File: config.mk
export PLATFORM = sky130hd
export DESIGN_NAME = dslot_pwr_ctrl
export DESIGN_NICKNAME = d
export VERILOG_FILES = /design/src/rtl/dslot_pwr_pkg.sv /design/src/rtl/dslot_serial_rx.sv /design/src/rtl/dslot_target.sv /design/src/rtl/dslot_bbm.sv /design/src/rtl/dslot_pwr_ctrl.sv
export SDC_FILE = /design/constraint.sdc
export NUM_CORES = 1
export LEC_CHECK = 0
export BUFFER_PORTS_ARGS = -buffer_cell sky130_fd_sc_hd__buf_2
export CAP_MARGIN = 15
export CELL_PAD_IN_SITES_DETAIL_PLACEMENT = 1
export CELL_PAD_IN_SITES_GLOBAL_PLACEMENT = 1
export CORE_MARGIN = 2
export CORE_UTILIZATION = 46
export CTS_CLUSTER_SIZE = 8
export DETAILED_ROUTE_END_ITERATION = 10
export GPL_ROUTABILITY_DRIVEN = 0
export PLACE_DENSITY = 0.77
export SYNTH_ARGS = -nofsm -noshare
export SYNTH_HDL_FRONTEND = slang
export SYNTH_SLANG_ARGS = --single-unit
File: constraint.sdc
create_clock -name clk -period 2.7 [get_ports clk]
set_input_delay 0.54 -clock clk [delete_from_list [all_inputs] [get_ports clk]]
set_output_delay 0.54 -clock clk [all_outputs]
set_load 0.1 [all_outputs]
File: src/rtl/dslot_pwr_pkg.sv
package dslot_pwr_pkg;
  localparam int WORD_W   = 9;
  localparam int GRP_W    = 3;
  localparam int N_GRP    = 4;
  localparam int SW_W     = GRP_W * N_GRP;
  localparam logic [SW_W-1:0] GND_MASK = 12'h249;

  typedef logic [GRP_W-1:0] grp_t;

  // Supply group: bit0 ground, bit1 3.3 V, bit2 5 V.
  function automatic grp_t supply_pick(input logic sel33, input logic sel5);
    grp_t r;
    if (sel33 == sel5) r = 3'b001;
    else if (sel33)    r = 3'b010;
    else               r = 3'b100;
    return r;
  endfunction

  // Programming group: bit0 ground, bit1 follow supply, bit2 12 V.
  function automatic grp_t prog_pick(input logic hi_sel, input logic follow);
    grp_t r;
    unique case ({hi_sel, follow})
      2'b00:   r = 3'b001;
      2'b01:   r = 3'b010;
      2'b10:   r = 3'b100;
      default: r = 3'b000;
    endcase
    return r;
  endfunction

  function automatic logic [SW_W-1:0] word_to_switches(input logic [WORD_W-1:0] w);
    return {prog_pick(w[4], w[5]), supply_pick(w[6], w[7]),
            prog_pick(w[0], w[1]), supply_pick(w[3], w[2])};
  endfunction
endpackage

File: src/rtl/dslot_serial_rx.sv
module dslot_serial_rx
  import dslot_pwr_pkg::*;
(
  input  logic              clk,
  input  logic              rst_n,
  input  logic              ser_data,
  input  logic              ser_clk,
  input  logic              ser_latch,
  input  logic              card_rst,
  output logic [WORD_W-1:0] ctrl,
  output logic              armed,
  output logic              shift_evt,
  output logic              latch_evt
);
  logic              sclk_d, slat_d;
  logic [WORD_W-1:0] shreg;

  assign shift_evt = ser_clk & ~sclk_d;
  assign latch_evt = ser_latch & ~slat_d;

  always_ff @(posedge clk or negedge rst_n) begin
    if (!rst_n) begin
      sclk_d <= 1'b0;
      slat_d <= 1'b0;
      shreg  <= '0;
      ctrl   <= '0;
      armed  <= 1'b0;
    end else begin
      sclk_d <= ser_clk;
      slat_d <= ser_latch;
      if (shift_evt) shreg <= {shreg[WORD_W-2:0], ser_data};
      if (card_rst) begin
        armed <= 1'b0;
      end else if (latch_evt) begin
        ctrl  <= shreg;
        armed <= 1'b1;
      end
    end
  end

  // a load edge outside reset copies the shifted word
  a_r1_load_word: assert property (@(posedge clk) disable iff (!rst_n)
    (latch_evt && !card_rst) |=> (armed && ctrl == $past(shreg)));
  // card reset disarms and freezes the control word
  a_r7_reset_blocks_load: assert property (@(posedge clk) disable iff (!rst_n)
    card_rst |=> (!armed && $stable(ctrl)));
endmodule

File: src/rtl/dslot_target.sv
module dslot_target
  import dslot_pwr_pkg::*;
(
  input  logic              clk,
  input  logic              rst_n,
  input  logic [WORD_W-1:0] ctrl,
  input  logic              armed,
  input  logic              card_rst,
  input  logic              thermal_fault,
  input  logic [N_GRP-1:0]  oc_in,
  output logic [SW_W-1:0]   target,
  output logic              low_power
);
  logic [SW_W-1:0] decoded, run_tgt;
  logic            forced_gnd;

  assign decoded    = word_to_switches(ctrl);
  assign forced_gnd = card_rst | ~armed;
  assign low_power  = ~forced_gnd & ~ctrl[WORD_W-1];

  for (genvar g = 0; g < N_GRP; g++) begin : g_oc
    assign run_tgt[g*GRP_W +: GRP_W] = oc_in[g] ? '0 : decoded[g*GRP_W +: GRP_W];
  end

  always_comb begin
    if (thermal_fault)          target = '0;
    else if (forced_gnd)        target = GND_MASK;
    else if (!ctrl[WORD_W-1])   target = '0;
    else                        target = run_tgt;
  end

  // shutdown indication never coexists with a requested closed switch
  a_r5_lowpower_open: assert property (@(posedge clk) disable iff (!rst_n)
    low_power |-> (target == '0));
  // forced grounding requests nothing but ground switches
  a_r6_ground_only: assert property (@(posedge clk) disable iff (!rst_n)
    forced_gnd |-> ((target & ~GND_MASK) == '0));
endmodule

File: src/rtl/dslot_bbm.sv
module dslot_bbm
  import dslot_pwr_pkg::*;
#(
  parameter int DEAD_CYC = 4
) (
  input  logic clk,
  input  logic rst_n,
  input  grp_t target,
  output grp_t q,
  output logic gap_active
);
  localparam int CW = (DEAD_CYC > 0) ? $clog2(DEAD_CYC + 1) : 1;
  logic [CW-1:0] cnt;

  assign gap_active = (cnt != '0);

  always_ff @(posedge clk or negedge rst_n) begin
    if (!rst_n) begin
      q   <= '0;
      cnt <= '0;
    end else if (gap_active) begin
      cnt <= cnt - 1'b1;
    end else if (target != q) begin
      if (q != '0) begin
        q   <= '0;
        cnt <= CW'(DEAD_CYC);
      end else begin
        q <= target;
      end
    end
  end

  // never two switches of one group closed
  a_r10_single_closed: assert property (@(posedge clk) disable iff (!rst_n)
    $countones(q) <= 1);
  // no direct hop between two different closed selections
  a_r10_no_direct_hop: assert property (@(posedge clk) disable iff (!rst_n)
    ($past(q) != '0 && q != '0) |-> (q == $past(q)));
  // while the gap counter runs the group stays open
  a_r10_gap_open: assert property (@(posedge clk) disable iff (!rst_n)
    gap_active |=> (q == '0));
endmodule

File: src/rtl/dslot_pwr_ctrl.sv
module dslot_pwr_ctrl
  import dslot_pwr_pkg::*;
#(
  parameter int DEAD_CYC = 4
) (
  input  logic              clk,
  input  logic              rst_n,
  input  logic              ser_data,
  input  logic              ser_clk,
  input  logic              ser_latch,
  input  logic              card_rst_hi,
  input  logic              card_rst_lo_n,
  input  logic              thermal_fault,
  input  logic [N_GRP-1:0]  oc_in,
  output logic [SW_W-1:0]   sw_en,
  output logic              low_power,
  output logic              oc_flag_n
);
  logic              card_rst;
  logic [WORD_W-1:0] ctrl;
  logic              armed, shift_evt, latch_evt;
  logic [SW_W-1:0]   target;
  logic [N_GRP-1:0]  gap_active;

  assign card_rst = card_rst_hi | ~card_rst_lo_n;

  dslot_serial_rx u_rx (
    .clk(clk), .rst_n(rst_n), .ser_data(ser_data), .ser_clk(ser_clk),
    .ser_latch(ser_latch), .card_rst(card_rst), .ctrl(ctrl), .armed(armed),
    .shift_evt(shift_evt), .latch_evt(latch_evt)
  );

  dslot_target u_tgt (
    .clk(clk), .rst_n(rst_n), .ctrl(ctrl), .armed(armed), .card_rst(card_rst),
    .thermal_fault(thermal_fault), .oc_in(oc_in), .target(target),
    .low_power(low_power)
  );

  for (genvar g = 0; g < N_GRP; g++) begin : g_grp
    dslot_bbm #(.DEAD_CYC(DEAD_CYC)) u_bbm (
      .clk(clk), .rst_n(rst_n),
      .target(target[g*GRP_W +: GRP_W]),
      .q(sw_en[g*GRP_W +: GRP_W]),
      .gap_active(gap_active[g])
    );
  end

  always_ff @(posedge clk or negedge rst_n) begin
    if (!rst_n) oc_flag_n <= 1'b1;
    else        oc_flag_n <= ~(|oc_in);
  end

  // thermal fault opens every switch on the next edge
  a_r8_thermal_open: assert property (@(posedge clk) disable iff (!rst_n)
    thermal_fault |=> (sw_en == '0));
  // card reset leaves only ground switches closed
  a_r6_reset_ground: assert property (@(posedge clk) disable iff (!rst_n)
    card_rst |=> ((sw_en & ~GND_MASK) == '0));
  // any overcurrent pulls the flag low next cycle
  a_r9_flag_low: assert property (@(posedge clk) disable iff (!rst_n)
    (|oc_in) |=> !oc_flag_n);
  // shutdown state opens all switches
  a_r5_shutdown_open: assert property (@(posedge clk) disable iff (!rst_n)
    low_power |=> (sw_en == '0));
endmodule

Word level (Yosys, flattened, before mapping)
Index checks and enable logic that the tools add are counted.
{"block": "classes", "addsub": 4, "eq_ne": 10, "mux": 31, "n_bitwise": 17, "n_reduce_logical": 29}
{"op": "two-way mux 3 bit", "count": 24}
{"op": "two-way mux 12 bit", "count": 3}
{"op": "nonzero test 3 bit", "count": 8}
{"op": "one-hot mux 3 bit (3 select lines)", "count": 2}
{"op": "AND reduction 2 bit", "count": 9}
{"op": "nonzero test 2 bit", "count": 9}
{"op": "inequality test 3 bit", "count": 4}
{"op": "NOT 1 bit", "count": 12}
{"op": "subtractor 3 x 1 -> 3 bit (second input constant)", "count": 4}
{"op": "== test 2 x 1 -> 1 bit (second input constant)", "count": 2}
{"op": "== test 2 bit (second input constant)", "count": 2}
{"op": "logical NOT 2 bit", "count": 2}
{"op": "OR reduction 4 bit", "count": 1}
{"op": "bitwise AND 1 bit", "count": 3}
{"op": "== test 1 bit", "count": 2}
{"op": "two-way mux 1 bit", "count": 2}
{"op": "bitwise OR 1 bit", "count": 2}
{"block": "totals", "reg_bits": 46, "inputBits": 12, "output_inout_bits": 14}

Logic depth before layout (Yosys ltp)
{"block": "logic_depth", "word_depth": 9, "depth_mapped": 8}

Hierarchy
A second synthesis with hierarchy kept.
{"block": "hier_totals", "cells_unflattened": 216, "hier_area_um2": 2499.9}
{"mod": "dslot_bbm", "n_inst": 4, "cells_per_inst": 35, "area_per_inst_um2": 354.1, "seq_area_each_um2": 150.1}
{"mod": "dslot_serial_rx", "n_inst": 1, "cells_per_inst": 45, "area_per_inst_um2": 822.0, "seq_area_each_um2": 525.5}
{"mod": "dslot_target", "n_inst": 1, "cells_per_inst": 28, "area_per_inst_um2": 216.5, "seq_area_each_um2": 0.0}
{"mod": "dslot_pwr_ctrl", "n_inst": 1, "cells_per_inst": 3, "area_per_inst_um2": 45.0, "seq_area_each_um2": 26.3}

Worst setup path after synthesis
Ideal clock, no wire load.
{"block": "synth_path", "path_kind": "input-to-output", "startpoint": "input card_rst_hi", "endpoint": "output low_power", "arrival_time_ns": 2.116, "required_time_ns": 2.160, "slack_ns": 0.044, "cell_stages": 2, "path_buffers": 0, "cell_sequence": "nand3b_1 > nor2_1"}
{"block": "synth_via", "elab_chain_cells": 4}
{"element": "from (decl)", "line_no": "dslot_pwr_ctrl.sv:11", "source": "input logic card_rst_hi,"}
{"element": "bitwise OR 1 bit", "line_no": "dslot_pwr_ctrl.sv:25", "source": "assign card_rst = card_rst_hi | ~card_rst_lo_n;"}
{"element": "bitwise OR 1 bit", "line_no": "dslot_target.sv:18", "source": "assign forced_gnd = card_rst | ~armed;"}
{"element": "NOT 1 bit", "line_no": "dslot_target.sv:19", "source": "assign low_power = ~forced_gnd & ~ctrl[WORD_W-1];"}
{"element": "bitwise AND 1 bit", "line_no": "dslot_target.sv:19"}
{"element": "to (decl)", "line_no": "dslot_pwr_ctrl.sv:16", "source": "output logic low_power,"}
Every way passes these cells.

Worst setup path in the final report
{"block": "layout_path", "startpoint": "register u_rx.ctrl[8]", "endpoint": "register g_grp[1].u_bbm.cnt[2]"}
{"block": "layout_via", "elab_chain_cells": 6}
{"element": "from (decl)", "line_no": "dslot_serial_rx.sv:10", "source": "output logic [WORD_W-1:0] ctrl,"}
{"element": "from (signal assigned)", "line_no": "dslot_serial_rx.sv:35", "source": "ctrl <= shreg;"}
{"element": "two-way mux 12 bit", "line_no": "dslot_target.sv:28", "source": "else if (!ctrl[WORD_W-1]) target = '0;"}
{"element": "two-way mux 12 bit", "line_no": "dslot_target.sv:27", "source": "else if (forced_gnd) target = GND_MASK;"}
{"element": "two-way mux 12 bit", "line_no": "dslot_target.sv:26", "source": "if (thermal_fault) target = '0;"}
{"element": "inequality test 3 bit", "line_no": "dslot_bbm.sv:23", "source": "end else if (target != q) begin"}
{"element": "nonzero test 2 bit (no source line)"}
{"element": "AND reduction 2 bit (no source line)"}
{"element": "to (signal assigned)", "line_no": "dslot_bbm.sv:22", "source": "cnt <= cnt - 1'b1;"}
{"element": "to (signal assigned)", "line_no": "dslot_bbm.sv:26", "source": "cnt <= CW'(DEAD_CYC);"}
{"element": "to (decl)", "line_no": "dslot_bbm.sv:13", "source": "logic [CW-1:0] cnt;"}
Every way passes these cells.
A chain may end at the register's enable or synchronous reset.

==> metrics.cfg <==
[synth]
synth_ff_type = dfrtp_1
seq_area_frac_synth_pct = 46.63
synth_edf_count = 0
yosysUniqueCellTypes = 54
synth_top_area_share_pct = 45.57
ys_warn_count = 0
synth.net_count = 255
synth.top_cells.by_area = dfrtp_1, mux2_2, ha_1, o21ai_0, nand2_1
ys_seq_elements = 46
syn-instance-count = 235
synth_top_area_cell = dfrtp_1
syn-cell-area_sq_um = 2471
synth-async-reset-ratio_pct = 100.0
postSynthAreaPerCell_sq_um = 10.52

[global_routing]
grt_max_degree = 30
grt_pass1_wl_mm = 9.039
antenna_found_initial = 0
grt_overflow_total = 0
grt_usage_pct = 18.73
grt_pass1_vias = 1933

[clock_tree]
cts_tree = built
cts_resized = 0
cts_buffers = 5
cts_setup_buffers = 0
root_buffer = clkbuf_8
ctsHoldBuffers = 0
cts_htree_levels = 2
clk_pin_slew_ns = 0.09
clk-insertion-delay-late_ns = 0.30
cts_sinks = 46
clockBufferDepth = 2

[layout]
fin_area_sq_um = 2799
drive_gt1_share_pct = 23.79
fin_util_pct = 54.45
layout.nets = 288
nFillCells = 577
syn_to_final_growth_pct = 13.27
diodes = 0

[timing]
worst_pin_slew_ns = 0.7491
finalCritPeriodShare_pct = 84.07
fin_crit_ns = 2.270
hold_viol = 0
setup_viol = 0
rsz0062_at_grt = false
slew_viol_final = 0
relSlewSlack_pct = 49.96
tns_ns = 0
max_freq_ghz = 0.4406
finClkSkew_ns = 0.01173

[pwr]
clkPwrFrac_pct = 15.8
power_frac_comb_pct = 41.7
leakage_nw = 1.261
p_int_mw = 1.581
power_mw = 2.706
power_switching_share_pct = 41.57
pwr_density_cell_nw_per_um2 = 966.9
seqPwrFrac_pct = 42.4
ir_drop_v = 0.0004639
p_sw_mw = 1.125

[critical_path]
crit_end = g_grp[1].u_bbm.cnt[2]
arrival_ns = 2.49
cp_num_buf_inv = 0
cp_max_fo = 9
path_cells = or3b_1 > or4b_4 > nor3b_4 > o21ai_2 > a21oi_2 > mux2i_1
crit_required_ns = 2.92
reg2regPathDepth = 6
max_stage_delay_ns = 0.52
cp_num_cells = 6
r2r_setup_slack_ns = 0.43
worstSetupPathType = flop to flop
worst_setup_path_start_kind = flop
crit_start = u_rx.ctrl[8]
timing.rr.end = g_grp[1].u_bbm.cnt[2]
cp_slowest_cell = or4b_4
r2r_start = u_rx.ctrl[8]
critPathTopFamily = simple AND/OR/NAND/NOR gates
critPathCaptureType = flop

[floorplanning]
fp.dieW_microns = 77.30
fp.dieArea_sq_um = 5975
core_sq_um = 5140
start_util_pct = 48.08
die_h_microns = 77.30
rows = 26
pin_count = 26

[detailed_routing]
remaining_drc_errors = 0
ant_nets = 0
via_per_inst = 5.599
dr.pass1.iters = 4
routedWlPerCell_microns = 14.86
routed_wl_mm = 5.038
first_iter_violations = 41
routed-via-count = 1898

[worst_hold_path]
hold_path.class = input port to asynchronous set/reset pin

[flow_run]
maxCapViolCount = 0

[placed_design]
port_buffers = 25
placed_area_sq_um = 2709
post-dp-hpwl_mm = 3.820

[run_status]
status = finished clean

## sequential cells by signal, summed over array words and instances, names as in the netlist
| signal | count |
|---|---|
| u_rx.shreg | 9 |
| u_rx.armed | 1 |
| oc_flag_n | 1 |
| u_rx.sclk_d | 1 |
| g_grp.u_bbm.cnt | 12 |
| g_grp.u_bbm.q | 12 |
| u_rx.slat_d | 1 |
| u_rx.ctrl | 9 |
## worst min path at each step
stage	slack, ns	cells after the start	to	startpoint
after global routing	0.19	1	g_grp[1].u_bbm.cnt[2]	rst_n
after floorplan	0.24	0	g_grp[0].u_bbm.cnt[0]	rst_n
after CTS	0.17	1	g_grp[1].u_bbm.cnt[2]	rst_n
final	0.16	1	g_grp[1].u_bbm.cnt[2]	rst_n
after detailed placement	0.49	1	g_grp[1].u_bbm.cnt[2]	rst_n
after global placement	0.48	2	u_rx.ctrl[2]	u_rx.shreg[2]
## metal layers
layer	track usage, %	wire length [microns]	up-vias	part of all wire, %
met5	0	0	-	0
met4	5.893	72	0	1.4
met3	4.353	135	8	2.7
met2	29.22	2331	28	46
met1	25.87	2499	930	50
li1	-	-	932	-
## logic make-up (layout without fill, tap and decap cells)
family                     Yosys count  in the layout  share of synthesized area [%]
buffers and inverters               18             52                          2.734
xor gates and xnor gates             6              6                          2.127
DFF                                 46             46                          46.63
and+or+nand+nor                     82             82                          19.60
muxes                               24             24                          10.73
AOI/OAI and AO/OA                   51             51                          14.13
adders and majority gates            8              8                          4.051
## stage by stage
step / std cells / hold slack (ns) / worst slack, ns
after detailed placement: 331 / 0.4881 / 0.1824
final: 339 / 0.1635 / 0.4302
after global routing: 339 / 0.1900 / 0.2595
after CTS: 339 / 0.1731 / 0.4288
after global placement: 331 / 0.4845 / 0.1977
after floorplan: 235 / 0.2444 / 0.04365
## Yosys cell counts, types with 3 or more instances
library cell / count
inv_1: 15
a32o_1: 3
o31ai_1: 3
nand2_1: 17
xnor2_1: 4
a21oi_1: 5
mux2_2: 19
nand3b_1: 4
or3_1: 3
a21o_1: 3
ha_1: 8
nor4_1: 5
nand3_1: 3
mux2i_1: 4
nand2b_1: 3
nor4bb_1: 3
nor2_1: 15
nor3_1: 8
dfrtp_1: 45
nor3b_1: 3
clkbuf_1: 3
o21ai_0: 19
## power groups by stage
| stage | Clock [mW] | Combinational (mW) | Sequential [mW] |
|---|---|---|---|
| 2_1_floorplan | 0 | 0.700 | 1.32 |
| 3_3_place_gp | 0 | 1.09 | 1.15 |
| 3_5_place_dp | 0 | 1.14 | 1.16 |
| 4_1_cts | 0.442 | 1.14 | 1.15 |
| 5_1_grt | 0.471 | 1.27 | 1.20 |
| 6_report | 0.429 | 1.13 | 1.15 |
## worst reg2reg max path: stages, from the launching register on
cell and delay, ns:
dfrtp_1 0.50, or3b_1 0.40, or4b_4 0.52, nor3b_4 0.24, o21ai_2 0.10, a21oi_2 0.23
mux2i_1 0.20
## final cells by class
type,instances,area [sq um],area share (%)
Multi-Input combinational cell,171,1257,44.93
Timing Repair Buffer,29,155.1,5.543
Tap cell,70,87.58,3.129
Inverter,15,56.30,2.012
Sequential cell,46,1152,41.17
Clock buffer,8,90.09,3.219
## cells in the final DEF (no fill, tap or decap), types with 2 or more instances in the layout
cell       netlist  final
nand3b_1         4      4
nand2_1         17     17
inv_1           15     15
ha_1             8      8
nand3_1          3      3
a211oi_1         2      2
o22ai_1          2      2
nor3_1           8      8
or2_2            2      2
and2_1           2      2
nor3b_1          3      3
o31ai_1          3      3
and3_1           2      2
a21o_1           3      3
mux2i_1          4      4
xnor2_1          4      4
o21ai_0         19     19
clkbuf_1         3      2
xor2_1           2      2
dfrtp_1         45     45
buf_4            0      4
nor4_1           5      5
nand2b_1         3      3
mux2_2          19     19
buf_2            0     25
a21oi_1          5      5
and4b_1          2      2
o2bb2ai_1        2      2
or3_1            3      3
clkbuf_8         0      6
nor2_1          15     15
nor4bb_1         3      2
a32o_1           3      3
Power figures use the tool's default switching activity.
